File: config.mk
export PLATFORM = sky130hd
export DESIGN_NAME = pfd_antibacklash
export DESIGN_NICKNAME = d
export VERILOG_FILES = /design/src/rtl/pfd_pkg.sv /design/src/rtl/pfd_edge_det.sv /design/src/rtl/pfd_abl_timer.sv /design/src/rtl/pfd_ctrl.sv /design/src/rtl/pfd_antibacklash.sv
export SDC_FILE = /design/constraint.sdc
export NUM_CORES = 1
export LEC_CHECK = 0
export BUFFER_PORTS_ARGS = -buffer_cell sky130_fd_sc_hd__buf_2
export CAP_MARGIN = 15
export CORE_MARGIN = 1
export CORE_UTILIZATION = 30
export CTS_BUF_LIST = sky130_fd_sc_hd__clkbuf_2
export DETAILED_ROUTE_END_ITERATION = 8
export GPL_TIMING_DRIVEN = 0
export HOLD_SLACK_MARGIN = 0.02
export SYNTH_ARGS = -nofsm -noshare
export SYNTH_HDL_FRONTEND = slang
export SYNTH_SLANG_ARGS = --single-unit
File: constraint.sdc
create_clock -name clk -period 2 [get_ports clk]
set_input_delay 0.3 -clock clk [delete_from_list [all_inputs] [get_ports clk]]
set_output_delay 0.3 -clock clk [all_outputs]
set_load 0.02 [all_outputs]
File: src/rtl/pfd_pkg.sv
package pfd_pkg;
    typedef enum logic [1:0] {
        PFD_IDLE = 2'd0,
        PFD_UP   = 2'd1,
        PFD_DN   = 2'd2,
        PFD_BOTH = 2'd3
    } pfd_state_e;
endpackage

File: src/rtl/pfd_edge_det.sv
module pfd_edge_det (
    input  logic clk,
    input  logic rst_n,
    input  logic sig_in,
    output logic rise
);
    logic sig_q;

    always_ff @(posedge clk) begin
        if (!rst_n) sig_q <= 1'b0;
        else        sig_q <= sig_in;
    end

    assign rise = sig_in & ~sig_q;

    // a held level yields a single edge event
    assert_single_rise_R4: assert property (@(posedge clk) disable iff (!rst_n)
        rise |=> !rise);
endmodule

File: src/rtl/pfd_abl_timer.sv
module pfd_abl_timer #(
    parameter int CNT_W = 6
) (
    input  logic             clk,
    input  logic             rst_n,
    input  logic             run,
    input  logic [CNT_W-1:0] limit,
    output logic             done
);
    logic [CNT_W-1:0] cnt;

    assign done = run && (cnt >= limit);

    always_ff @(posedge clk) begin
        if (!rst_n)           cnt <= '0;
        else if (!run || done) cnt <= '0;
        else                  cnt <= cnt + 1'b1;
    end

    // the window is not abandoned before the count completes
    assert_window_held_R5: assert property (@(posedge clk) disable iff (!rst_n)
        (run && !done) |=> run);
endmodule

File: src/rtl/pfd_ctrl.sv
module pfd_ctrl
    import pfd_pkg::*;
(
    input  logic clk,
    input  logic rst_n,
    input  logic ref_rise,
    input  logic fb_rise,
    input  logic clr_done,
    output logic up,
    output logic dn,
    output logic in_both
);
    pfd_state_e state, state_nx;
    logic ref_pend, fb_pend;
    logic ref_any, fb_any;

    assign ref_any = ref_pend | ref_rise;
    assign fb_any  = fb_pend  | fb_rise;

    always_comb begin
        state_nx = state;
        unique case (state)
            PFD_IDLE: begin
                if (ref_rise && fb_rise) state_nx = PFD_BOTH;
                else if (ref_rise)       state_nx = PFD_UP;
                else if (fb_rise)        state_nx = PFD_DN;
            end
            PFD_UP: if (fb_rise)  state_nx = PFD_BOTH;
            PFD_DN: if (ref_rise) state_nx = PFD_BOTH;
            PFD_BOTH: begin
                if (clr_done) begin
                    if (ref_any && fb_any) state_nx = PFD_BOTH;
                    else if (ref_any)      state_nx = PFD_UP;
                    else if (fb_any)       state_nx = PFD_DN;
                    else                   state_nx = PFD_IDLE;
                end
            end
            default: state_nx = PFD_IDLE;
        endcase
    end

    always_ff @(posedge clk) begin
        if (!rst_n) begin
            state    <= PFD_IDLE;
            ref_pend <= 1'b0;
            fb_pend  <= 1'b0;
        end else begin
            state <= state_nx;
            if (state == PFD_BOTH && !clr_done) begin
                ref_pend <= ref_any;
                fb_pend  <= fb_any;
            end else begin
                ref_pend <= 1'b0;
                fb_pend  <= 1'b0;
            end
        end
    end

    always_comb begin
        up      = (state == PFD_UP) || (state == PFD_BOTH);
        dn      = (state == PFD_DN) || (state == PFD_BOTH);
        in_both = (state == PFD_BOTH);
    end

    assert_up_set_R2: assert property (@(posedge clk) disable iff (!rst_n)
        (state == PFD_IDLE && ref_rise && !fb_rise) |=> (up && !dn));
    assert_dn_set_R3: assert property (@(posedge clk) disable iff (!rst_n)
        (state == PFD_IDLE && fb_rise && !ref_rise) |=> (dn && !up));
    assert_joint_hold_R5: assert property (@(posedge clk) disable iff (!rst_n)
        (up && dn && !clr_done) |=> (up && dn));
    assert_pending_kept_R9: assert property (@(posedge clk) disable iff (!rst_n)
        (state == PFD_BOTH && clr_done && ref_pend) |=> up);
endmodule

File: src/rtl/pfd_antibacklash.sv
module pfd_antibacklash #(
    parameter int ABL_W = 6
) (
    input  logic             clk,
    input  logic             rst_n,
    input  logic             ref_div,
    input  logic             fb_div,
    input  logic [ABL_W-1:0] abl_cycles,
    output logic             up,
    output logic             dn
);
    logic ref_rise, fb_rise, win_run, win_done;

    pfd_edge_det u_ref_edge (.clk(clk), .rst_n(rst_n), .sig_in(ref_div), .rise(ref_rise));
    pfd_edge_det u_fb_edge  (.clk(clk), .rst_n(rst_n), .sig_in(fb_div),  .rise(fb_rise));

    pfd_abl_timer #(.CNT_W(ABL_W)) u_timer (
        .clk(clk), .rst_n(rst_n), .run(win_run), .limit(abl_cycles), .done(win_done)
    );

    pfd_ctrl u_ctrl (
        .clk(clk), .rst_n(rst_n), .ref_rise(ref_rise), .fb_rise(fb_rise),
        .clr_done(win_done), .up(up), .dn(dn), .in_both(win_run)
    );

    // zero window clears on the next clock unless both edges re-arrive
    assert_zero_window_R6: assert property (@(posedge clk) disable iff (!rst_n)
        (up && dn && $past(!(up && dn)) && abl_cycles == '0 && !(ref_rise && fb_rise))
        |=> !(up && dn));
endmodule

==> summary.md <==
| Metric | Value |
|---|---|
| Result of the run | finished, final reports clean |
| Post-Synthesis Mean Instance Area | 8.53 µm² |
| Met3 track demand over resource | 0.0212 |
| Post-CTS setup repair buffer count | 0 |
| Cells traversed along the worst timing path | inv_1 -> ha_1 -> nand2b_1 -> a21oi_1 -> o221a_2 -> or3_1 -> a21oi_1 |
| Combined global-route utilization of all metal layers | 0.108 |
| Simple-Gate Fraction of Synth Area | 0.206 |
| H-tree level count | 1 |
| # hold bufs at CTS | 0 |
| Number of port buffers | 11 |
| TritonCTS Buffers | 3 |
| Clock-pin slew of the registers on the worst-case setup and hold paths | 130 ps |
| Die Wd | 50.3 µm |
| Power consumption | 0.644 mW |
| Critical Path RT | 2210 ps |
| Met2 track demand over resource in global routing | 0.169 |
| Total nets after synthesis | 104 |
| Part of the Yosys area used for sequential elements | 0.343 |
| Transition time at the pin with the least slew margin | 260 ps |
| CP endpoint kind | flip-flop |
| Worst clock skew | 14.0 ps |
| Register area | 240 µm² |
| Reported leakage power | 0.386 nW |
| Worst hold-check path type | in2reg |
| Source-to-sink clock delay at the later pin of the worst-skew pair | 270 ps |
| Iteration-0 DRC count of the detailed router | 9 |
| Vias post-DR | 576 |
| Main combinational cell family by area after synthesis | adder cells |
| Unrepaired setup endpoints after global routing | false |
| Diode count | 0 |
| Area share of the largest cell type after synthesis | 0.343 |
| Cell count after synthesis | 82 |
| Clk sink count | 12 |
| Leading area contributor after synthesis | sky130_fd_sc_hd__dfxtp_1 |
| Count of pins over their slew limit | 0 |
| Cell types with the largest area share after synthesis | sky130_fd_sc_hd__dfxtp_1 34%, sky130_fd_sc_hd__ha_1 21%, sky130_fd_sc_hd__nor2_1 6.4% |
| Max Fanout on Critical Path | 6 |
| Data arrival, critical path | 1970 ps |
| Area of the placeable core | 2210 µm² |
| Max Freq | 570 MHz |
| Number of flops mapped to enable cells by yosys | 0 |
| Final Hold Vio Count | 0 |
| TritonCTS clock tree | built |
| Area growth from synthesis to layout | 15.6% |
| Slowest library cell on the worst path | sky130_fd_sc_hd__dfxtp_1 |
| Number of placement rows | 17 |
| Xor/xnor cell area share of the yosys netlist | 0.0501 |
| Type of the setup path with the least slack | reg2reg |
| Gpl congestion | 0.702 |
| Estimated wirelength of the detail-placed design | 959 µm |
| Y dimension of the die | 50.3 µm |
| Areal power density over the cells | 797 nW/µm² |
| First-pass iteration count of the detailed router | 6 |
| Stage delay of the slowest cell on the critical path | 390 ps |
| Final global-route overflow total | 0 |
| Setup Viol. Count Final | 0 |
| Met1 GRT Util | 0.133 |
| Max cap viols | 0 |
| Summed instance area of the synthesized netlist | 699 µm² |
| Residual DRC count | 0 |
| Share of synthesized area spent on multiplexers | 0 |
| Crit. path cell count | 7 |
| Deepest clock path buffer count | 2 |
| Number of filler instances in the final layout | 248 |
| Post-synthesis compound-gate area fraction | 0.132 |
| Resized cells post-CTS | 0 |
| Wire length after detailed routing | 1160 µm |
| Drt via density | 4.61 |
| Final-stage net count | 120 |
| Largest net degree at the start of global routing | 8 |
| Synthesis-stage register bit count | 12 |
| Most common cell on crit path | sky130_fd_sc_hd__a21oi_1 |
| Number of antenna violations at the first check in global routing | 0 |
| Worst-case vdd ir drop | 428 µV |
| Number of antenna-violating nets in the routed design | 0 |
| Routed wire length per instance | 9.28 µm |
| Time the final worst path needs with I/O delays and setup | 1750 ps |
| Crit path launch type | flip-flop |
| Total negative slack for setup checks | 0 ps |
| Synth warnings | 0 |
| Area taken by multi-input logic gates | 422 µm² |
| Remaining max-slew budget at the tightest pin | 0.826 |
| Async S/R FF share, synth | 0 |
| Buffer cell driving the clock tree root | sky130_fd_sc_hd__clkbuf_2 |
| Highest-utilization routing layer at the global route stage | met2 |
| Ports | 12 |
| Starting utilization of the core area | 0.316 |
| Final period utilization | 0.877 |
| Family of cells with the greatest summed delay on the critical path | compound AO/OA/AOI/OAI gates |
| Die area | 2530 µm² |
| Reg2Reg Depth | 7 |
| Most used flip-flop cell after synthesis | sky130_fd_sc_hd__dfxtp_1 |
| Fraction of the mapped netlist area in adder cells | 0.215 |
| Fraction of final layout cells sized beyond drive strength 1 | 0.186 |
| Critical path buffers and inverters | 1 |
| First-pass GRT wire length | 2060 µm |
| Number of unique standard cell types used by synthesis | 24 |
| Vias in the first global route | 526 |
| Hold Crit Depth | 2 |
==> layout make-up <==
cell class	instances	area share
inverters	10	0.0464
clock inverters	1	0.00464
clock buffers	3	0.0186
repair buffers	11	0.0681
flip-flops and latches	12	0.297
multi-input cells	60	0.522
well taps	28	0.0433
==> per-layer routing <==
| metal | wire (µm) | vias up |
|---|---|---|
| met2 | 533 | 10 |
| met5 | 0 | - |
| met4 | 0 | 0 |
| met3 | 38 | 0 |
| met1 | 589 | 259 |
| li1 | - | 307 |
==> worst reg2reg max path, delay by kind of cell (launching register included) <==
family	cells	cell delay (ps)
AO/OA/AOI/OAI	3	520
buffers and inverters	1	60
flip-flops	1	390
AND/OR/NAND/NOR	2	480
adder cells (fa/ha/maj)	1	260
==> layout by cell type (no fill, tap or decap), types with 2 or more instances in the layout <==
cell	instances
sky130_fd_sc_hd__nand2_1	5
sky130_fd_sc_hd__o21ai_0	3
sky130_fd_sc_hd__dfxtp_1	12
sky130_fd_sc_hd__or2_2	2
sky130_fd_sc_hd__a21oi_1	4
sky130_fd_sc_hd__clkbuf_2	3
sky130_fd_sc_hd__nor2b_1	2
sky130_fd_sc_hd__and2_1	2
sky130_fd_sc_hd__xor2_1	2
sky130_fd_sc_hd__nor2_1	12
sky130_fd_sc_hd__ha_1	12
sky130_fd_sc_hd__inv_1	10
sky130_fd_sc_hd__xnor2_1	2
sky130_fd_sc_hd__buf_2	11
sky130_fd_sc_hd__nand3_1	2
sky130_fd_sc_hd__nand2b_1	2
==> power breakdown <==
| part | total, mW | internal [mW] | leakage, nW | switching (mW) |
|---|---|---|---|---|
| Sequential | 0.277 | 0.259 | 0.0976 | 0.0178 |
| Combinational | 0.243 | 0.109 | 0.275 | 0.134 |
| Clock | 0.124 | 0.0434 | 0.0140 | 0.0805 |
| Total | 0.644 | 0.412 | 0.386 | 0.232 |
==> logic make-up after synthesis <==
kind of cell             count (synthesis)
adder cells (fa/ha/maj)                 12
AO/OA/AOI/OAI                           14
buffers and inverters                   10
XOR/XNOR                                 4
AND/OR/NAND/NOR                         30
flip-flops                              12
==> per-stage QoR <==
step / utilization / instances / area (µm²) / setup WS [ps] / hold WS, ps
global placement: 0.357 / 121 / 790 / 298 / 446
finish: 0.365 / 125 / 808 / 246 / 237
global route: 0.365 / 125 / 808 / 107 / 231
floorplan: - / 82 / 699 / 397 / 422
CTS: 0.365 / 125 / 808 / 235 / 227
detailed placement: 0.357 / 121 / 790 / 257 / 456
==> Yosys cell counts (2+ instances only) <==
cell	n
sky130_fd_sc_hd__a21oi_1	4
sky130_fd_sc_hd__and2_1	2
sky130_fd_sc_hd__dfxtp_1	12
sky130_fd_sc_hd__ha_1	12
sky130_fd_sc_hd__inv_1	10
sky130_fd_sc_hd__nand2_1	5
sky130_fd_sc_hd__nand2b_1	2
sky130_fd_sc_hd__nand3_1	2
sky130_fd_sc_hd__nor2_1	12
sky130_fd_sc_hd__nor2b_1	2
sky130_fd_sc_hd__o21ai_0	3
sky130_fd_sc_hd__or2_2	2
sky130_fd_sc_hd__xnor2_1	2
sky130_fd_sc_hd__xor2_1	2
==> path summary, 6_finish.rpt <==
check	startpoint	endpoint	slack, ps
worst max register to register	u_timer.cnt[0]	u_ctrl.state[0]	250
worst max-delay path	u_timer.cnt[0]	u_ctrl.state[0]	250
worst min register to register	u_timer.cnt[0]	u_timer.cnt[0]	480
worst min-delay path	fb_div	u_fb_edge.sig_q	240
==> flip-flops by register name, indices dropped and copies added, names as in the netlist <==
| signal | flops |
|---|---|
| u_ctrl.state | 2 |
| u_fb_edge.sig_q | 1 |
| u_ctrl.ref_pend | 1 |
| u_timer.cnt | 6 |
| u_ref_edge.sig_q | 1 |
| u_ctrl.fb_pend | 1 |
(Power assumes the default switching activity.)
